==> config.mk <==
export PLATFORM = sky130hd
export DESIGN_NAME = proj_hist_acc
export DESIGN_NICKNAME = d
export VERILOG_FILES = /design/src/rtl/proj_hist_pkg.sv /design/src/rtl/raster_coord_ctr.sv /design/src/rtl/hist_bank.sv /design/src/rtl/proj_hist_acc.sv
export SDC_FILE = /design/constraint.sdc
export NUM_CORES = 1
export LEC_CHECK = 0
export BUFFER_PORTS_ARGS = -buffer_cell sky130_fd_sc_hd__buf_2
export CAP_MARGIN = 20
export CORE_UTILIZATION = 52
export DETAILED_ROUTE_END_ITERATION = 8
export GPL_TIMING_DRIVEN = 0
export PLACE_DENSITY = 0.78
export SYNTH_ARGS = -nofsm -noshare
export SYNTH_HDL_FRONTEND = slang
export SYNTH_SLANG_ARGS = --single-unit
==> constraint.sdc <==
create_clock -name clk -period 3.68 [get_ports clk]
set_clock_uncertainty 0.2 [all_clocks]
set_input_delay 0.736 -clock clk [delete_from_list [all_inputs] [get_ports clk]]
set_output_delay 0.736 -clock clk [all_outputs]
set_load 0.1 [all_outputs]
==> src/rtl/proj_hist_pkg.sv <==
// Shared types for the projection histogram accumulator.
package proj_hist_pkg;
    typedef enum logic [1:0] {
        PH_IDLE  = 2'd0,
        PH_CLEAR = 2'd1,
        PH_LOAD  = 2'd2
    } ph_state_e;
endpackage

==> src/rtl/raster_coord_ctr.sv <==
// Raster position counter: x counts batches along a line, y counts lines.
// Assumes x_last/y_last stay constant while stepping; restart forces (0,0).
module raster_coord_ctr #(
    parameter int XW = 3,
    parameter int YW = 5
) (
    input  logic          clk,
    input  logic          rst_n,
    input  logic          restart,
    input  logic          step,
    input  logic [XW-1:0] x_last,
    input  logic [YW-1:0] y_last,
    output logic [XW-1:0] x,
    output logic [YW-1:0] y,
    output logic          at_end
);
    // Flag the final batch of the window.
    assign at_end = (x == x_last) && (y == y_last);

    // Advance x each step; wrap x and advance y at line end.
    always_ff @(posedge clk) begin
        if (!rst_n || restart) begin
            x <= '0;
            y <= '0;
        end else if (step) begin
            if (x == x_last) begin
                x <= '0;
                y <= (y == y_last) ? '0 : y + 1'b1;
            end else begin
                x <= x + 1'b1;
            end
        end
    end
endmodule

==> src/rtl/hist_bank.sv <==
// One histogram memory with a pipelined read-increment-write update port,
// a clear write port and a synchronous external read port.
// Assumes clear writes and updates never overlap in time. An update read
// that meets the write from the previous edge takes the forwarded value.
module hist_bank #(
    parameter int DEPTH = 8,
    parameter int AW    = 3,
    parameter int DW    = 6,
    parameter int IW    = 1
) (
    input  logic          clk,
    input  logic          rst_n,
    input  logic          upd_v,
    input  logic [AW-1:0] upd_addr,
    input  logic [IW-1:0] upd_inc,
    input  logic          clr_en,
    input  logic [AW-1:0] clr_addr,
    input  logic [AW-1:0] ext_addr,
    output logic [DW-1:0] ext_data
);
    logic [DW-1:0] mem [DEPTH];
    logic [DW-1:0] rd_q;
    logic          s_v;
    logic [AW-1:0] s_addr;
    logic [IW-1:0] s_inc;
    logic          wb_v;
    logic [AW-1:0] wb_addr;
    logic [DW-1:0] wb_data;
    logic [DW-1:0] cur;
    logic [DW-1:0] nxt;
    logic          we;

    // Read stage: sample memory word and carry the update alongside it.
    always_ff @(posedge clk) begin
        rd_q   <= mem[upd_addr];
        s_addr <= upd_addr;
        s_inc  <= upd_inc;
        if (!rst_n) s_v <= 1'b0;
        else        s_v <= upd_v;
    end

    // Pick forwarded data when the previous write hit this word.
    always_comb begin
        cur = (wb_v && (wb_addr == s_addr)) ? wb_data : rd_q;
        nxt = cur + DW'(s_inc);
        we  = s_v && (s_inc != '0);
    end

    // Write stage: clear has priority, otherwise commit the increment.
    always_ff @(posedge clk) begin
        if (clr_en)  mem[clr_addr] <= '0;
        else if (we) mem[s_addr]   <= nxt;
    end

    // Remember the last committed write for forwarding.
    always_ff @(posedge clk) begin
        wb_addr <= s_addr;
        wb_data <= nxt;
        if (!rst_n) wb_v <= 1'b0;
        else        wb_v <= we;
    end

    // External synchronous read port.
    always_ff @(posedge clk) begin
        ext_data <= mem[ext_addr];
    end
endmodule

==> src/rtl/proj_hist_acc.sv <==
// Projection histogram accumulator top. Sequences clear then load, keeps the
// raster position, updates LANES column banks and one row memory, and keeps
// the active total. Assumes LANES = 4, MAX_W a multiple of LANES and at
// least 2*LANES, and run-time sizes within 1..MAX_W/LANES and 1..MAX_H.
module proj_hist_acc
    import proj_hist_pkg::*;
#(
    parameter int MAX_W = 32,
    parameter int MAX_H = 32,
    parameter int LANES = 4
) (
    input  logic                                   clk,
    input  logic                                   rst_n,
    input  logic                                   start,
    input  logic [$clog2(MAX_W/LANES+1)-1:0]       cfg_line_batches,
    input  logic [$clog2(MAX_H+1)-1:0]             cfg_height,
    input  logic                                   pix_valid,
    input  logic [LANES-1:0]                       pix_data,
    output logic                                   ready,
    output logic                                   done,
    output logic [$clog2(MAX_W*MAX_H+1)-1:0]       total,
    input  logic [$clog2(MAX_W)-1:0]               col_rd_addr,
    output logic [$clog2(MAX_H+1)-1:0]             col_rd_data,
    input  logic [$clog2(MAX_H)-1:0]               row_rd_addr,
    output logic [$clog2(MAX_W+1)-1:0]             row_rd_data
);
    localparam int BANK_D = MAX_W / LANES;
    localparam int XA_W   = $clog2(BANK_D);
    localparam int YA_W   = $clog2(MAX_H);
    localparam int LN_W   = $clog2(LANES);
    localparam int WB_W   = $clog2(BANK_D + 1);
    localparam int H_W    = $clog2(MAX_H + 1);
    localparam int COL_W  = $clog2(MAX_H + 1);
    localparam int ROW_W  = $clog2(MAX_W + 1);
    localparam int TOT_W  = $clog2(MAX_W * MAX_H + 1);
    localparam int POP_W  = $clog2(LANES + 1);
    localparam int CLR_W  = (WB_W > H_W) ? WB_W : H_W;

    ph_state_e        st;
    logic [WB_W-1:0]  wb_q;
    logic [H_W-1:0]   h_q;
    logic [CLR_W-1:0] clr_cnt;
    logic [CLR_W-1:0] clr_len;
    logic             start_ok;
    logic             accept;
    logic [XA_W-1:0]  cx;
    logic [YA_W-1:0]  cy;
    logic             at_end;
    logic [POP_W-1:0] pop;
    logic             s1_v;
    logic             s1_last;
    logic [POP_W-1:0] s1_pop;
    logic             done_q;
    logic [TOT_W-1:0] tot_q;
    logic             col_clr;
    logic             row_clr;
    logic [COL_W-1:0] col_q [LANES];
    logic [LN_W-1:0]  lane_q;

    // Control decodes.
    assign start_ok = (st == PH_IDLE) && start && !s1_v;
    assign ready    = (st == PH_LOAD);
    assign accept   = ready && pix_valid;
    assign clr_len  = (CLR_W'(wb_q) > CLR_W'(h_q)) ? CLR_W'(wb_q) : CLR_W'(h_q);
    assign col_clr  = (st == PH_CLEAR) && (CLR_W'(wb_q) > clr_cnt);
    assign row_clr  = (st == PH_CLEAR) && (CLR_W'(h_q) > clr_cnt);

    // Number of active lanes in the incoming batch.
    always_comb begin
        pop = '0;
        for (int k = 0; k < LANES; k++) pop = pop + POP_W'(pix_data[k]);
    end

    // Sequencer: idle -> clear (max(width,height) cycles) -> load -> idle.
    always_ff @(posedge clk) begin
        if (!rst_n) begin
            st      <= PH_IDLE;
            clr_cnt <= '0;
            wb_q    <= WB_W'(1);
            h_q     <= H_W'(1);
        end else begin
            case (st)
                PH_IDLE: if (start_ok) begin
                    wb_q    <= cfg_line_batches;
                    h_q     <= cfg_height;
                    clr_cnt <= '0;
                    st      <= PH_CLEAR;
                end
                PH_CLEAR: begin
                    clr_cnt <= clr_cnt + 1'b1;
                    if (clr_cnt == clr_len - 1'b1) st <= PH_LOAD;
                end
                PH_LOAD: if (accept && at_end) st <= PH_IDLE;
                default: st <= PH_IDLE;
            endcase
        end
    end

    // Raster position of the batch on the input.
    raster_coord_ctr #(.XW(XA_W), .YW(YA_W)) u_coord (
        .clk     (clk),
        .rst_n   (rst_n),
        .restart (start_ok),
        .step    (accept),
        .x_last  (XA_W'(wb_q - 1'b1)),
        .y_last  (YA_W'(h_q - 1'b1)),
        .x       (cx),
        .y       (cy),
        .at_end  (at_end)
    );

    // Stage aligned with the memory read: carries last flag and popcount.
    always_ff @(posedge clk) begin
        s1_pop <= pop;
        if (!rst_n) begin
            s1_v    <= 1'b0;
            s1_last <= 1'b0;
            done_q  <= 1'b0;
        end else begin
            s1_v    <= accept;
            s1_last <= accept && at_end;
            done_q  <= s1_v && s1_last;
        end
    end

    // Active pixel total, cleared when a window starts.
    always_ff @(posedge clk) begin
        if (!rst_n || start_ok) tot_q <= '0;
        else if (s1_v)          tot_q <= tot_q + TOT_W'(s1_pop);
    end

    assign done  = done_q;
    assign total = tot_q;

    // One column bank per lane; lane pixel is the increment.
    for (genvar k = 0; k < LANES; k++) begin : g_col
        hist_bank #(.DEPTH(BANK_D), .AW(XA_W), .DW(COL_W), .IW(1)) u_bank (
            .clk      (clk),
            .rst_n    (rst_n),
            .upd_v    (accept),
            .upd_addr (cx),
            .upd_inc  (pix_data[k]),
            .clr_en   (col_clr),
            .clr_addr (XA_W'(clr_cnt)),
            .ext_addr (col_rd_addr[LN_W +: XA_W]),
            .ext_data (col_q[k])
        );
    end

    // Row memory; increment is the lane popcount.
    hist_bank #(.DEPTH(MAX_H), .AW(YA_W), .DW(ROW_W), .IW(POP_W)) u_rows (
        .clk      (clk),
        .rst_n    (rst_n),
        .upd_v    (accept),
        .upd_addr (cy),
        .upd_inc  (pop),
        .clr_en   (row_clr),
        .clr_addr (YA_W'(clr_cnt)),
        .ext_addr (row_rd_addr),
        .ext_data (row_rd_data)
    );

    // Remember which lane the column read selected.
    always_ff @(posedge clk) begin
        lane_q <= col_rd_addr[LN_W-1:0];
    end

    assign col_rd_data = col_q[lane_q];
endmodule

Word level (Yosys, flattened, before mapping)
Memories as Yosys holds them, arrays and structs flattened. A register that Yosys moved wholly into a read port is not among the register bits.
Index checks and enable logic that the tools add are counted.
{"block": "op_classes", "eq_ne": 10, "n_bitwise": 1, "reduce_logical": 33, "n_lt_le_gt_ge": 4, "n_addsub": 15, "muxes": 51}
{"cell": "2-to-1 mux 6 bit", "count": 14}
{"cell": "OR reduction 6 bit", "count": 5}
{"cell": "adder 6 x 1 -> 6 bit", "count": 4}
{"cell": "2-to-1 mux 1 bit", "count": 24}
{"cell": "logical AND 1 bit", "count": 18}
{"cell": "2-to-1 mux 3 bit", "count": 5}
{"cell": "binary-select mux 6 bit (select 2 bit)", "count": 1}
{"cell": "> comparator 4 x 6 -> 1 bit", "count": 2}
{"cell": "case mux 6 bit (2 select lines)", "count": 1}
{"cell": "adder 11 x 3 -> 11 bit", "count": 1}
{"cell": "equality test 5 bit", "count": 2}
{"cell": "2-to-1 mux 5 bit", "count": 2}
{"cell": "adder 6 x 1 -> 6 bit, second input constant", "count": 1}
{"cell": "adder 6 x 3 -> 6 bit", "count": 1}
{"cell": "equality test 3 bit", "count": 2}
{"cell": "equality test 6 bit", "count": 1}
{"cell": "> comparator 6 bit", "count": 1}
{"cell": "2-to-1 mux 2 bit", "count": 3}
{"cell": "!= test 2 x 1 -> 1 bit, second input constant", "count": 3}
{"cell": "case mux 2 bit (3 select lines)", "count": 1}
{"cell": "AND reduction 2 bit", "count": 3}
{"cell": "subtractor 6 x 1 -> 6 bit, second input constant", "count": 1}
{"cell": "adder 5 x 1 -> 5 bit, second input constant", "count": 1}
{"cell": "subtractor 5 x 1 -> 5 bit, second input constant", "count": 1}
{"cell": "other kinds (15)", "count": 16}
{"block": "totals", "ff_bits": 100, "wordCells": 149, "output_inout_bits": 25, "memories": 5, "ramBits": 384, "in_bits": 28}
{"name": "u_rows.mem", "depth": 32, "width": 6, "rd": 2, "rd_ports_with_merged_regs": 2, "write_ports": 1, "line_no": "hist_bank.sv:21", "rtl": "logic [DW-1:0] mem [DEPTH];"}
{"name": "g_col[0].u_bank.mem", "depth": 8, "width": 6, "rd": 2, "rd_ports_with_merged_regs": 2, "write_ports": 1, "line_no": "hist_bank.sv:21"}
{"name": "g_col[1].u_bank.mem", "depth": 8, "width": 6, "rd": 2, "rd_ports_with_merged_regs": 2, "write_ports": 1, "line_no": "hist_bank.sv:21"}
{"name": "g_col[2].u_bank.mem", "depth": 8, "width": 6, "rd": 2, "rd_ports_with_merged_regs": 2, "write_ports": 1, "line_no": "hist_bank.sv:21"}
{"name": "g_col[3].u_bank.mem", "depth": 8, "width": 6, "rd": 2, "rd_ports_with_merged_regs": 2, "write_ports": 1, "line_no": "hist_bank.sv:21"}

Logic depth before layout (Yosys ltp)
Gate-level depths: netlist (run 1).
{"block": "depth", "ltp_word": 7, "depth_mapped": 13, "depth_no_buf": 12}

Cells and area by module
Synthesis (run 1) repeated with hierarchy kept, for this count alone.
{"block": "hier_totals", "hier_cells": 1592, "area_unflattened_um2": 25734.7}
{"module": "hist_bank at u_rows", "cells_per_inst": 502, "instances": 1, "area_per_inst_um2": 10172.3}
{"module": "hist_bank at g_col[0].u_bank ...", "cells_per_inst": 186, "instances": 3, "area_per_inst_um2": 3146.8}
{"module": "hist_bank at g_col[1].u_bank", "cells_per_inst": 186, "instances": 1, "area_per_inst_um2": 3148.0}
{"module": "proj_hist_acc", "cells_per_inst": 282, "instances": 1, "area_per_inst_um2": 2446.1}
{"module": "raster_coord_ctr", "cells_per_inst": 64, "instances": 1, "area_per_inst_um2": 528.0}

Worst setup path after synthesis (run 1)
Ideal clock, no wire load.
{"block": "synth_timing", "path_kind": "register to register", "startpoint": "register u_rows.s_addr[4]", "endpoint": "memory u_rows.mem[0][4], data pin", "synth_period_minus_slack_ns": 3.661, "stages_incl_launch_ff": 14, "t_arrival_ns": 3.177, "slack_ns": 0.019, "cell_sequence": "dfxtp_1 -> clkbuf_1 -> xor2_1 -> nor4_1 -> and3_1 -> clkbuf_1 -> mux2_2 -> ha_1 -> fa_1 -> a21o_1 -> nand2_1 -> xor2_1 -> mux2i_1 -> and3_1"}
{"block": "synth_between", "elab_chain_cells": 5}
{"element": "start: declaration", "line_no": "hist_bank.sv:24", "rtl": "logic [AW-1:0] s_addr;"}
{"element": "start signal: assignment", "line_no": "hist_bank.sv:36", "rtl": "s_addr <= upd_addr;"}
{"element": "equality test 5 bit", "line_no": "hist_bank.sv:44", "rtl": "cur = (wb_v && (wb_addr == s_addr)) ? wb_data : rd_q;"}
{"element": "logical AND 1 bit", "line_no": "hist_bank.sv:44"}
{"element": "2-to-1 mux 6 bit", "line_no": "hist_bank.sv:44"}
{"element": "adder 6 x 3 -> 6 bit", "line_no": "hist_bank.sv:45", "rtl": "nxt = cur + DW'(s_inc);"}
{"element": "via u_rows.nxt[4]", "line_no": "hist_bank.sv:30", "rtl": "logic [DW-1:0] nxt;"}
{"element": "2-to-1 mux 6 bit (no line)"}
{"element": "end: declaration", "line_no": "hist_bank.sv:21"}
The timed path passes the listed nets, and every way through them passes these cells.

Worst setup path after layout (run 1)
{"block": "layout_timing", "startpoint": "register clr_cnt[2]", "endpoint": "memory u_rows.mem[22][0], enable pin"}
{"block": "layout_between", "elab_chain_cells": 6}
{"element": "start: declaration", "line_no": "proj_hist_acc.sv:42", "rtl": "logic [CLR_W-1:0] clr_cnt;"}
{"element": "start signal: assignment", "line_no": "proj_hist_acc.sv:90", "rtl": "clr_cnt <= clr_cnt + 1'b1;"}
{"element": "> comparator 6 bit", "line_no": "proj_hist_acc.sv:66", "rtl": "assign row_clr = (st == PH_CLEAR) && (CLR_W'(h_q) > clr_cnt);"}
{"element": "logical AND 1 bit", "line_no": "proj_hist_acc.sv:66"}
{"element": "2-to-1 mux 1 bit", "line_no": "hist_bank.sv:51", "rtl": "if (clr_en) mem[clr_addr] <= '0;"}
{"element": "2-to-1 mux 1 bit (implied by the code)", "line_no": "hist_bank.sv:52", "rtl": "else if (we) mem[s_addr] <= nxt;"}
{"element": "OR reduction 6 bit (no line)"}
{"element": "2-to-1 mux 5 bit (no line) / 2-to-1 mux 1 bit (equally long branches)"}
Several ways; a longest one is shown, not always the timed one.

==> results of run 1 <==
## stage by stage
step                       util  instances  hold WS (ns)
after floorplan               -       1468         0.129
after global placement    0.549       2121         0.131
after detailed placement  0.549       2121         0.134
after global routing      0.610       2248        0.0171
after CTS                 0.603       2240        0.0102
final                     0.610       2250        0.0335
## layout by cell type (no fill, tap or decap), types with 8 or more instances in the layout
cell / instances
buf_1: 16
a21boi_0: 10
o21ai_0: 14
edfxtp_1: 384
nand3_1: 12
nand4_1: 13
a21oi_1: 12
buf_2: 57
nor2_1: 43
mux2_2: 74
clkinvlp_4: 8
o21a_1: 8
nor2_4: 28
clkinv_2: 14
ha_1: 35
clkbuf_16: 57
nand2_1: 64
buf_4: 17
nor2b_1: 21
mux4_2: 222
and3_1: 23
dfxtp_1: 155
clkbuf_1: 62
inv_1: 19
mux2i_1: 34
xor2_1: 31
a21oi_4: 32
xnor2_1: 29
## cell families (layout without fill, tap and decap cells)
| family | count (synthesis) | in the layout | share of synthesized area |
|---|---|---|---|
| flip-flops | 544 | 544 | 0.599 |
| multiplexers | 340 | 340 | 0.256 |
| AND/OR/NAND/NOR | 263 | 265 | 0.0549 |
| AO/OA/AOI/OAI | 119 | 119 | 0.0309 |
| buffers and inverters | 103 | 274 | 0.0169 |
| XOR/XNOR | 60 | 60 | 0.0214 |
| adder cells (fa/ha/maj) | 39 | 39 | 0.0208 |
| other | 0 | 2 | 0 |
## sequential cells by signal (all words and copies together) (netlist names), 4 cells and up
name,cells
g_col.u_bank.rd_q,24
u_rows.mem,192
u_rows.wb_addr,5
wb_q,4
clr_cnt,6
total,11
g_col.u_bank.ext_data,24
g_col.u_bank.wb_v,4
u_rows.s_addr,5
u_rows.wb_data,6
u_rows.rd_q,6
g_col.u_bank.mem,192
u_rows.ext_data,6
h_q,6
u_coord.y,5
g_col.u_bank.wb_data,24
g_col.u_bank.s_inc,4
## power breakdown
part / total, W / switching [W] / internal (W)
registers: 0.00727 / 0.000270 / 0.00700
logic: 0.00265 / 0.00156 / 0.00109
clock network: 0.00541 / 0.00238 / 0.00303
total: 0.0153 / 0.00421 / 0.0111
## how the worst max path moves through the flow
| stage | startpoint | to | slack (ns) | cells after the start |
|---|---|---|---|---|
| 6_report | clr_cnt[2]$_SDFFE_PN0P_ | u_rows.mem[22][0]$_DFFE_PP_ | -0.003 | 10 |
| 3_3_place_gp | clr_cnt[1]$_SDFFE_PN0P_ | g_col[1].u_bank.mem[0][3]$_DFFE_PP_ | -0.81 | 13 |
| 3_5_place_dp | u_rows.s_addr[4]$_DFF_P_ | u_rows.mem[25][4]$_DFFE_PP_ | -0.87 | 13 |
| 4_1_cts | clr_cnt[1]$_SDFFE_PN0P_ | u_rows.mem[27][5]$_DFFE_PP_ | -0.12 | 12 |
| 2_1_floorplan | u_rows.s_addr[4]$_DFF_P_ | u_rows.mem[0][4]$_DFFE_PP_ | 0.02 | 13 |
| 5_1_grt | clr_cnt[2]$_SDFFE_PN0P_ | u_rows.mem[22][0]$_DFFE_PP_ | -0.04 | 10 |
## repair_timing
item	4_1_cts	5_1_grt
gates resized for setup	145	45
hold endpoints to repair	1	0
hold buffers	1	0
pin swaps	13	21
endpoints found under the setup margin	696	618
cloned	2	0
setup buffers	13	8
## layout make-up
class,instances,share of cell area
Antenna cell,2,0.000176
Buffer,79,0.0122
Clock buffer,78,0.0548
Clock inverter,26,0.00652
Inverter,21,0.00304
Multi-Input combinational cell,823,0.361
Sequential cell,544,0.519
Tap cell,607,0.0267
Timing Repair Buffer,70,0.0169
## per-layer routing
layer,vias to the layer above,track usage,part of all wire
met1,7615,0.334,0.37
li1,6140,-,-
met5,-,0,0
met4,0,0.101,0.038
met3,155,0.0468,0.081
met2,736,0.444,0.51
==> results.sh, run 1 <==
export IMPL_status="finished with violations"
export IMPL_failed_checks="setup timing"
export IMPL_grt_max_degree=33
export IMPL_crit_path_frequent_cell="o21a_1"
export IMPL_grt_ovfl_total=0
export IMPL_num_vias=14600
export IMPL_reg2reg_from="clr_cnt[2]$_SDFFE_PN0P_"
export IMPL_critPathLaunchType="flip-flop"
export IMPL_tritoncts="built"
export IMPL_htree_levels=2
export IMPL_hold_viol=0
export IMPL_ys_flop_type="edfxtp_1"
export IMPL_ys_types=64
export IMPL_path_class="reg -> reg"
export IMPL_synth_nets=1535
export IMPL_crit_path_max_incr_delay_ns=0.72
export IMPL_cts_reportedPaths_clkPinSlew_ns=0.06
export IMPL_register_area_um2=14700
export IMPL_die_w_um=219
export IMPL_drv_cap=0
export IMPL_min_from="col_rd_addr[1]"
export IMPL_arrival_ns=3.79
export IMPL_whs_path_depth=1
export IMPL_numCtsBuffers=55
export IMPL_die_area_um2=48200
export IMPL_p_total_w=0.0153
export IMPL_min_period_over_period=1.00
export IMPL_synthArstFlopShare=0
export IMPL_rows=79
export IMPL_tightestPinTransition_ns=1.07
export IMPL_cts_root_buf="clkbuf_16"
export IMPL_r2r_cells=10
export IMPL_antenna_found_initial=2
export IMPL_ir_drop_mv=0.591
export IMPL_clock_sinks=544
export IMPL_setup_ws_ns=-0.00256
export IMPL_avgSynthCellArea_um2=16.7
export IMPL_portBuffers=46
export IMPL_wirelength_um=62200
export IMPL_synthCells=1468
export IMPL_cp_top_family="compound AO/OA/AOI/OAI gates"
export IMPL_yosysWarnings=0
export IMPL_drc=0
export IMPL_ys_seq_elements=544
export IMPL_post_drt_via_cell_ratio=6.51
export IMPL_clk_path_buf_depth=3
export IMPL_rrSetupSlack_ns=-0.003
export IMPL_critPathBufInv=2
export IMPL_slew_headroom=0.283
export IMPL_multi_input_area_um2=10200
export IMPL_cp_max_fo=10
export IMPL_setup_viol=1
export IMPL_grt_pass1_vias=15000
export IMPL_nets=1661
export IMPL_netlist_area_um2=24600
export IMPL_dr_pass1_iters=5
export IMPL_floorplan_initialDensity=0.528
export IMPL_nFillCells=3221
export IMPL_drt_iter0_markers=1630
export IMPL_post_drt_wl_per_cell_um=27.6
export IMPL_p_leak_nw=8.97
export IMPL_core_area_um2=46600
export IMPL_synth_top_area_share=0.469
export IMPL_drv_slew=0
export IMPL_endpoint_kind="flip-flop"
export IMPL_p_per_area_nw_per_um2=540
export IMPL_gp_congestion=0.878
export IMPL_synth_edff_count=384
export IMPL_period_needed_ns=3.68
export IMPL_areaGrowthSynthToFinish_pct=15.5
export IMPL_hold_path_end="lane_q[1]$_DFF_P_"
export IMPL_grt_pass1_wl_um=91900
export IMPL_worstPathCellList="clkinvlp_4 -> ha_1 -> o21a_1 -> o21a_1 -> o21a_1 -> o21a_1 -> o21a_1 -> buf_6 -> o2111ai_2 -> a21oi_4"
export IMPL_hp_class="in -> reg"
export IMPL_synthTopCellsByArea="edfxtp_1, mux4_2, dfxtp_1"
export IMPL_drive_gt1_frac=0.360
export IMPL_pin_count=53
export IMPL_netlist_top_cells_count="edfxtp_1, mux4_2, dfxtp_1"
export IMPL_post_place_ws_ns=-0.869
export IMPL_place_area_um2=25600
export IMPL_reg2reg_to="u_rows.mem[22][0]$_DFFE_PP_"
export IMPL_timing_setup_tns_ns=-0.00256
export IMPL_synth_top_cell_by_area="edfxtp_1"
export IMPL_postRouteAntennaNets=0
export IMPL_clk_latency_ns=0.62
export IMPL_die_h_um=219
export IMPL_final_cell_area_um2=28400
export IMPL_track_usage=0.261
export IMPL_synth_most_common_cell="edfxtp_1"
export IMPL_max_freq_mhz=272
export IMPL_worstPathRequired_ns=3.79
export IMPL_hpwlAfterDp_um=41900
export IMPL_synth_seq_area_share=0.599
export IMPL_cpMaxStageDelayCell="o2111ai_2"
No activity file was read; power rests on OpenSTA's default activity.
==> run 2: changes to the inputs <==
--- a/config.mk
+++ b/config.mk
@@ -7,10 +7,11 @@
 export LEC_CHECK = 0
 export BUFFER_PORTS_ARGS = -buffer_cell sky130_fd_sc_hd__buf_2
 export CAP_MARGIN = 20
+export CORE_MARGIN = 4
 export CORE_UTILIZATION = 52
 export DETAILED_ROUTE_END_ITERATION = 8
 export GPL_TIMING_DRIVEN = 0
-export PLACE_DENSITY = 0.78
+export PLACE_DENSITY = 0.71
 export SYNTH_ARGS = -nofsm -noshare
 export SYNTH_HDL_FRONTEND = slang
 export SYNTH_SLANG_ARGS = --single-unit
==> run 2 against run 1 <==
- the flow now finishes without violations
- register-to-register slack improved by 0.12 ns
- clock-buffer cell count decreased by 2
- combinational power decreased by 3%
- clock power increased by 8.3%
- final cell count decreased by 0.40%
- utilization about the same
- cell area increased by 0.29%
- sequential power about the same
- first-iteration DRC count decreased by 21%
- critical path depth increased by 2
- worst hold slack about the same
==> results.sh, run 2 (synthesis gave the netlist of run 1 again) <==
export IMPL_reg_largest_list="g_col.u_bank.mem x192, u_rows.mem x192"
export IMPL_dr_pass1_iters=5
export IMPL_floorplan_initialDensity=0.527
export IMPL_clkPwrFrac=0.374
export IMPL_clk_path_buf_depth=3
export IMPL_die_area_um2=50800
export IMPL_gp_congestion=0.868
export IMPL_die_h_um=225
export IMPL_core_area_um2=46700
export IMPL_wirelength_um=60500
export IMPL_clock_sinks=544
export IMPL_cp_max_fo=10
export IMPL_status="finished, final reports clean"
export IMPL_pin_count=53
export IMPL_drv_cap=0
export IMPL_setup_viol=0
export IMPL_p_int_w=0.0115
export IMPL_drv_slew=0
export IMPL_numCtsBuffers=55
export IMPL_final_common_cell="edfxtp_1"
export IMPL_htree_levels=2
export IMPL_hold_slack_ns=0.0338
export IMPL_seq_power_share=0.463
export IMPL_post_drt_via_cell_ratio=6.40
export IMPL_endpoint_kind="flip-flop"
export IMPL_drc=0
export IMPL_cp_top_family="compound AO/OA/AOI/OAI gates"
export IMPL_path_class="reg -> reg"
export IMPL_portBuffers=46
export IMPL_post_drt_wl_per_cell_um=27.0
export IMPL_drive_gt1_frac=0.361
export IMPL_worstPathCellList="buf_6 -> inv_1 -> ha_1 -> nor2b_1 -> o21a_1 -> o21a_1 -> o21a_1 -> o21a_1 -> o21a_1 -> buf_6 -> or4_4 -> a21oi_4"
export IMPL_p_leak_nw=9.05
export IMPL_cts_reportedPaths_clkPinSlew_ns=0.07
export IMPL_min_period_over_period=0.969
export IMPL_cts_root_buf="clkbuf_16"
export IMPL_p_sw_w=0.00416
export IMPL_hp_class="in -> reg"
export IMPL_max_freq_mhz=281
export IMPL_combPwrFrac=0.163
export IMPL_num_vias=14300
export IMPL_hold_viol=0
export IMPL_critPathBufInv=3
export IMPL_grt_pass1_vias=14600
export IMPL_rows=79
export IMPL_antenna_cells=0
export IMPL_track_usage=0.237
export IMPL_tritoncts="built"
export IMPL_grt_pass1_wl_um=90100
export IMPL_worstPathRequired_ns=3.75
export IMPL_arrival_ns=3.64
export IMPL_die_w_um=225
export IMPL_areaGrowthSynthToFinish_pct=15.8
export IMPL_ir_drop_mv=0.411
export IMPL_nets=1654
export IMPL_tightestPinTransition_ns=1.06
export IMPL_antenna_found_initial=1
export IMPL_p_per_area_nw_per_um2=551
export IMPL_hpwlAfterDp_um=42400
export IMPL_slew_headroom=0.288
export IMPL_rsz0062_at_grt="no"
export IMPL_grt_ovfl_total=0
export IMPL_postRouteAntennaNets=0
export IMPL_clk_latency_ns=0.61
export IMPL_crit_path_frequent_cell="o21a_1"
export IMPL_critPathLaunchType="flip-flop"
export IMPL_crit_path_max_incr_delay_ns=0.54
export IMPL_cts_hold_buf=0
export IMPL_cpMaxStageDelayCell="or4_4"
export IMPL_period_needed_ns=3.56
export IMPL_layout_common_cells="edfxtp_1, mux4_2, dfxtp_1"
export IMPL_grt_max_degree=33
export IMPL_p_total_w=0.0157
export IMPL_drt_iter0_markers=1286
export IMPL_switching_share=0.265
==> run 2: cell count changes in the layout (fill, tap and decap cells not counted), moves of 3 or more <==
| cell | previous run | this run |
|---|---|---|
| clkbuf_16 | 57 | 60 |
| bufinv_16 | 1 | 4 |
| clkbuf_1 | 62 | 51 |
| dfxtp_1 | 155 | 158 |
| clkinvlp_4 | 8 | 2 |
| clkbuf_8 | 5 | 10 |
| buf_4 | 17 | 10 |
==> run 2: timing repair <==
| item | CTS | global route |
|---|---|---|
| gates cloned | 1 | 2 |
| pin swaps | 14 | 7 |
| resized for setup | 153 | 32 |
| setup buffers | 8 | 3 |
| endpoints found under the setup margin | 736 | 570 |
==> run 2: metal layers <==
layer	share of wire	GRT usage	vias up	wire length [µm]
li1	-	-	6152	-
met5	0.00015	0	-	9
met2	0.51	0.416	642	31100
met3	0.066	0.0388	141	3990
met4	0.030	0.0672	2	1810
met1	0.39	0.308	7405	23600
==> run 2: layout make-up <==
class | instances | area, µm²
Buffer | 80 | 350
Clock buffer | 76 | 1670
Clock inverter | 28 | 265
Fill cell | 3345 | 18200
Inverter | 21 | 82.6
Multi-Input combinational cell | 824 | 10200
Sequential cell | 544 | 14700
Tap cell | 607 | 759
Timing Repair Buffer | 61 | 390
==> run 2: path summary, 6_finish.rpt <==
| check | start | endpoint | slack, ns | cells after the start |
|---|---|---|---|---|
| setup / recovery | clr_cnt[1]$_SDFFE_PN0P_ | u_rows.mem[24][2]$_DFFE_PP_ | 0.12 | 12 |
| hold / removal | col_rd_addr[1] | lane_q[1]$_DFF_P_ | 0.03 | 1 |
| setup reg to reg | clr_cnt[1]$_SDFFE_PN0P_ | u_rows.mem[24][2]$_DFFE_PP_ | 0.12 | 12 |
| hold reg to reg | u_coord.y[3]$_SDFFE_PP0P_ | u_rows.s_addr[3]$_DFF_P_ | 0.15 | 0 |
==> run 2: per-stage QoR <==
stage / utilization / instances / setup TNS (ns) / setup slack (ns) / area (µm²)
floorplan: - / 1468 / 0 / 0.0186 / 24600
global route: 0.610 / 2241 / 0 / 0.000122 / 28500
detailed placement: 0.549 / 2125 / -447.53 / -0.962 / 25600
global placement: 0.548 / 2121 / -442.25 / -0.987 / 25600
finish: 0.610 / 2241 / 0 / 0.115 / 28500
CTS: 0.606 / 2236 / -9.50 / -0.134 / 28300
==> run 2: worst register-to-register path, stage by stage (launching register included) <==
cell and delay, ns:
dfxtp_2 0.36, buf_6 0.15, inv_1 0.12, ha_1 0.31, nor2b_1 0.13, o21a_1 0.16, o21a_1 0.16, o21a_1 0.17
o21a_1 0.20, o21a_1 0.23, buf_6 0.16, or4_4 0.54, a21oi_4 0.33
==> run 2: power groups by stage <==
| stage | Combinational, W | Sequential [W] | Clock [W] |
|---|---|---|---|
| finish | 0.00256 | 0.00726 | 0.00586 |
| global route | 0.00277 | 0.00730 | 0.00618 |
| CTS | 0.00250 | 0.00725 | 0.00591 |
| detailed placement | 0.00227 | 0.00738 | 0 |
| global placement | 0.00222 | 0.00736 | 0 |
| floorplan | 0.00168 | 0.00734 | 0 |
==> run 3: changes to the inputs <==
--- a/config.mk
+++ b/config.mk
@@ -5,13 +5,14 @@
 export SDC_FILE = /design/constraint.sdc
 export NUM_CORES = 1
 export LEC_CHECK = 0
-export BUFFER_PORTS_ARGS = -buffer_cell sky130_fd_sc_hd__buf_2
 export CAP_MARGIN = 20
 export CORE_MARGIN = 4
-export CORE_UTILIZATION = 52
+export CORE_UTILIZATION = 50
 export DETAILED_ROUTE_END_ITERATION = 8
+export DONT_BUFFER_PORTS = 1
 export GPL_TIMING_DRIVEN = 0
-export PLACE_DENSITY = 0.71
+export MAX_ROUTING_LAYER = met4
+export PLACE_DENSITY = 0.68
 export SYNTH_ARGS = -nofsm -noshare
 export SYNTH_HDL_FRONTEND = slang
 export SYNTH_SLANG_ARGS = --single-unit
==> run 3 against run 2 <==
- clock power about the same
- worst hold slack better by 0.027 ns
- sequential cell count unchanged
- final cell count up 1.2%
- global-route usage up 0.68 points
- critical path type unchanged
==> results.sh, run 3 (synthesis gave the netlist of run 1 again) <==
export IMPL_path_class="reg -> reg"
export IMPL_worstPathCellList="buf_8 -> clkinvlp_4 -> ha_1 -> nor2b_1 -> o21a_1 -> o21a_1 -> o211ai_1 -> buf_4 -> and2_1 -> nand2_1 -> mux2_2 -> nor2_4"
export IMPL_cpMaxStageDelayCell="mux2_2"
export IMPL_portBuffers=0
export IMPL_numCtsBuffers=55
export IMPL_floorplan_initialDensity=0.511
export IMPL_tightestPinTransition_ns=1.10
export IMPL_seq_power_share=0.462
export IMPL_multi_input_area_um2=10300
export IMPL_tritoncts="built"
export IMPL_hold_slack_ns=0.0607
export IMPL_crit_path_max_incr_delay_ns=0.44
export IMPL_cts_root_buf="clkbuf_16"
export IMPL_max_freq_mhz=279
export IMPL_post_drt_wl_per_cell_um=27.7
export IMPL_postRouteAntennaNets=0
export IMPL_slew_headroom=0.264
export IMPL_min_period_over_period=0.973
export IMPL_crit_path_frequent_cell="o21a_1"
export IMPL_p_sw_w=0.00417
export IMPL_grt_pass1_wl_um=93500
export IMPL_period_needed_ns=3.58
export IMPL_grt_pass1_vias=14600
export IMPL_die_w_um=230
export IMPL_register_area_um2=14700
export IMPL_num_vias=14200
export IMPL_nFillCells=3533
export IMPL_drc=0
export IMPL_worstPathRequired_ns=3.76
export IMPL_clkPwrFrac=0.371
export IMPL_endpoint_kind="flip-flop"
export IMPL_clock_sinks=544
export IMPL_track_usage=0.244
export IMPL_layout_common_cells="edfxtp_1, mux4_2, dfxtp_1"
export IMPL_drive_gt1_frac=0.346
export IMPL_areaGrowthSynthToFinish_pct=16.6
export IMPL_grt_ovfl_total=0
export IMPL_reg_largest_list="g_col.u_bank.mem x192, u_rows.mem x192"
export IMPL_drv_cap=0
export IMPL_post_drt_via_cell_ratio=6.28
export IMPL_ir_drop_mv=0.554
export IMPL_p_int_w=0.0117
export IMPL_cp_top_family="simple AND/OR/NAND/NOR gates"
export IMPL_cts_reportedPaths_clkPinSlew_ns=0.06
export IMPL_combPwrFrac=0.167
export IMPL_clk_latency_ns=0.61
export IMPL_core_area_um2=48100
export IMPL_fin_util=0.596
export IMPL_grt_max_degree=33
export IMPL_die_h_um=230
export IMPL_hpwlAfterDp_um=42700
export IMPL_status="finished, final reports clean"
export IMPL_drv_slew=0
export IMPL_pin_count=53
export IMPL_critPathLaunchType="flip-flop"
export IMPL_hold_viol=0
export IMPL_htree_levels=2
export IMPL_switching_share=0.264
export IMPL_dr_pass1_iters=5
export IMPL_die_area_um2=52800
export IMPL_cp_max_fo=6
export IMPL_nets=1632
export IMPL_drt_iter0_markers=1611
export IMPL_hp_class="in -> reg"
export IMPL_antenna_found_initial=0
export IMPL_p_per_area_nw_per_um2=552
export IMPL_critPathBufInv=3
export IMPL_p_leak_nw=8.96
export IMPL_arrival_ns=3.66
export IMPL_setup_viol=0
export IMPL_p_total_w=0.0158
export IMPL_gp_congestion=0.887
export IMPL_rows=80
export IMPL_clk_path_buf_depth=3
export IMPL_final_common_cell="edfxtp_1"
export IMPL_wirelength_um=62800
-- run 3: per-layer routing --
layer,GRT usage,wire length [µm],part of all wire
met1,0.305,23900,0.38
met5,-,0,0
met2,0.411,32300,0.52
met4,0.0745,1930,0.031
met3,0.0433,4550,0.072
-- run 3: cell type report --
| cell class | instances | area share |
|---|---|---|
| Sequential cell | 544 | 0.514 |
| Inverter | 21 | 0.00297 |
| Tap cell | 656 | 0.0286 |
| Clock buffer | 75 | 0.0538 |
| Buffer | 79 | 0.0122 |
| Antenna cell | 1 | 0.0000873 |
| Timing Repair Buffer | 39 | 0.0169 |
| Clock inverter | 27 | 0.0123 |
| Multi-Input combinational cell | 825 | 0.359 |
-- run 3: timing repair --
item,in CTS,in global routing
setup endpoints to repair,768,213
pin swaps,24,9
gates resized for setup,168,27
buffers inserted,18,6
hold endpoints to repair,6,0
gates cloned,3,1
hold buffers,6,0
-- run 3: worst reg2reg max path, cell delays in order (launching register included) --
cell	delay, ns
dfxtp_4	0.37
buf_8	0.11
clkinvlp_4	0.15
ha_1	0.32
nor2b_1	0.13
o21a_1	0.16
o21a_1	0.16
o211ai_1	0.16
buf_4	0.16
and2_1	0.32
nand2_1	0.34
mux2_2	0.44
nor2_4	0.25
-- run 3: power by group through the flow --
stage	Combinational (W)	Clock [W]	Sequential, W
finish	0.00264	0.00587	0.00732
global route	0.00284	0.00619	0.00736
CTS	0.00254	0.00592	0.00731
detailed placement	0.00222	0	0.00744
global placement	0.00216	0	0.00741
floorplan	0.00168	0	0.00734
-- run 3: path summary, 6_finish.rpt --
kind	start	slack, ns	cells past startpoint	endpoint
min	cfg_line_batches[0]	0.06	2	wb_q[0]$_SDFFE_PN1P_
min reg2reg	u_rows.s_addr[4]$_DFF_P_	0.15	0	u_rows.wb_addr[4]$_DFF_P_
max	clr_cnt[1]$_SDFFE_PN0P_	0.10	12	g_col[1].u_bank.mem[7][5]$_DFFE_PP_
max reg2reg	clr_cnt[1]$_SDFFE_PN0P_	0.10	12	g_col[1].u_bank.mem[7][5]$_DFFE_PP_
-- run 3: metrics by stage --
step                      setup slack, ns  std cells  setup TNS, ns  area [µm²]
after global routing              -0.0244       2266         -0.212       28700
final                               0.100       2267              0       28700
after floorplan                    0.0186       1468              0       24600
after CTS                          0.0277       2258              0       28500
after detailed placement            -1.11       2131        -459.91       25500
after global placement              -1.09       2124        -463.03       25400
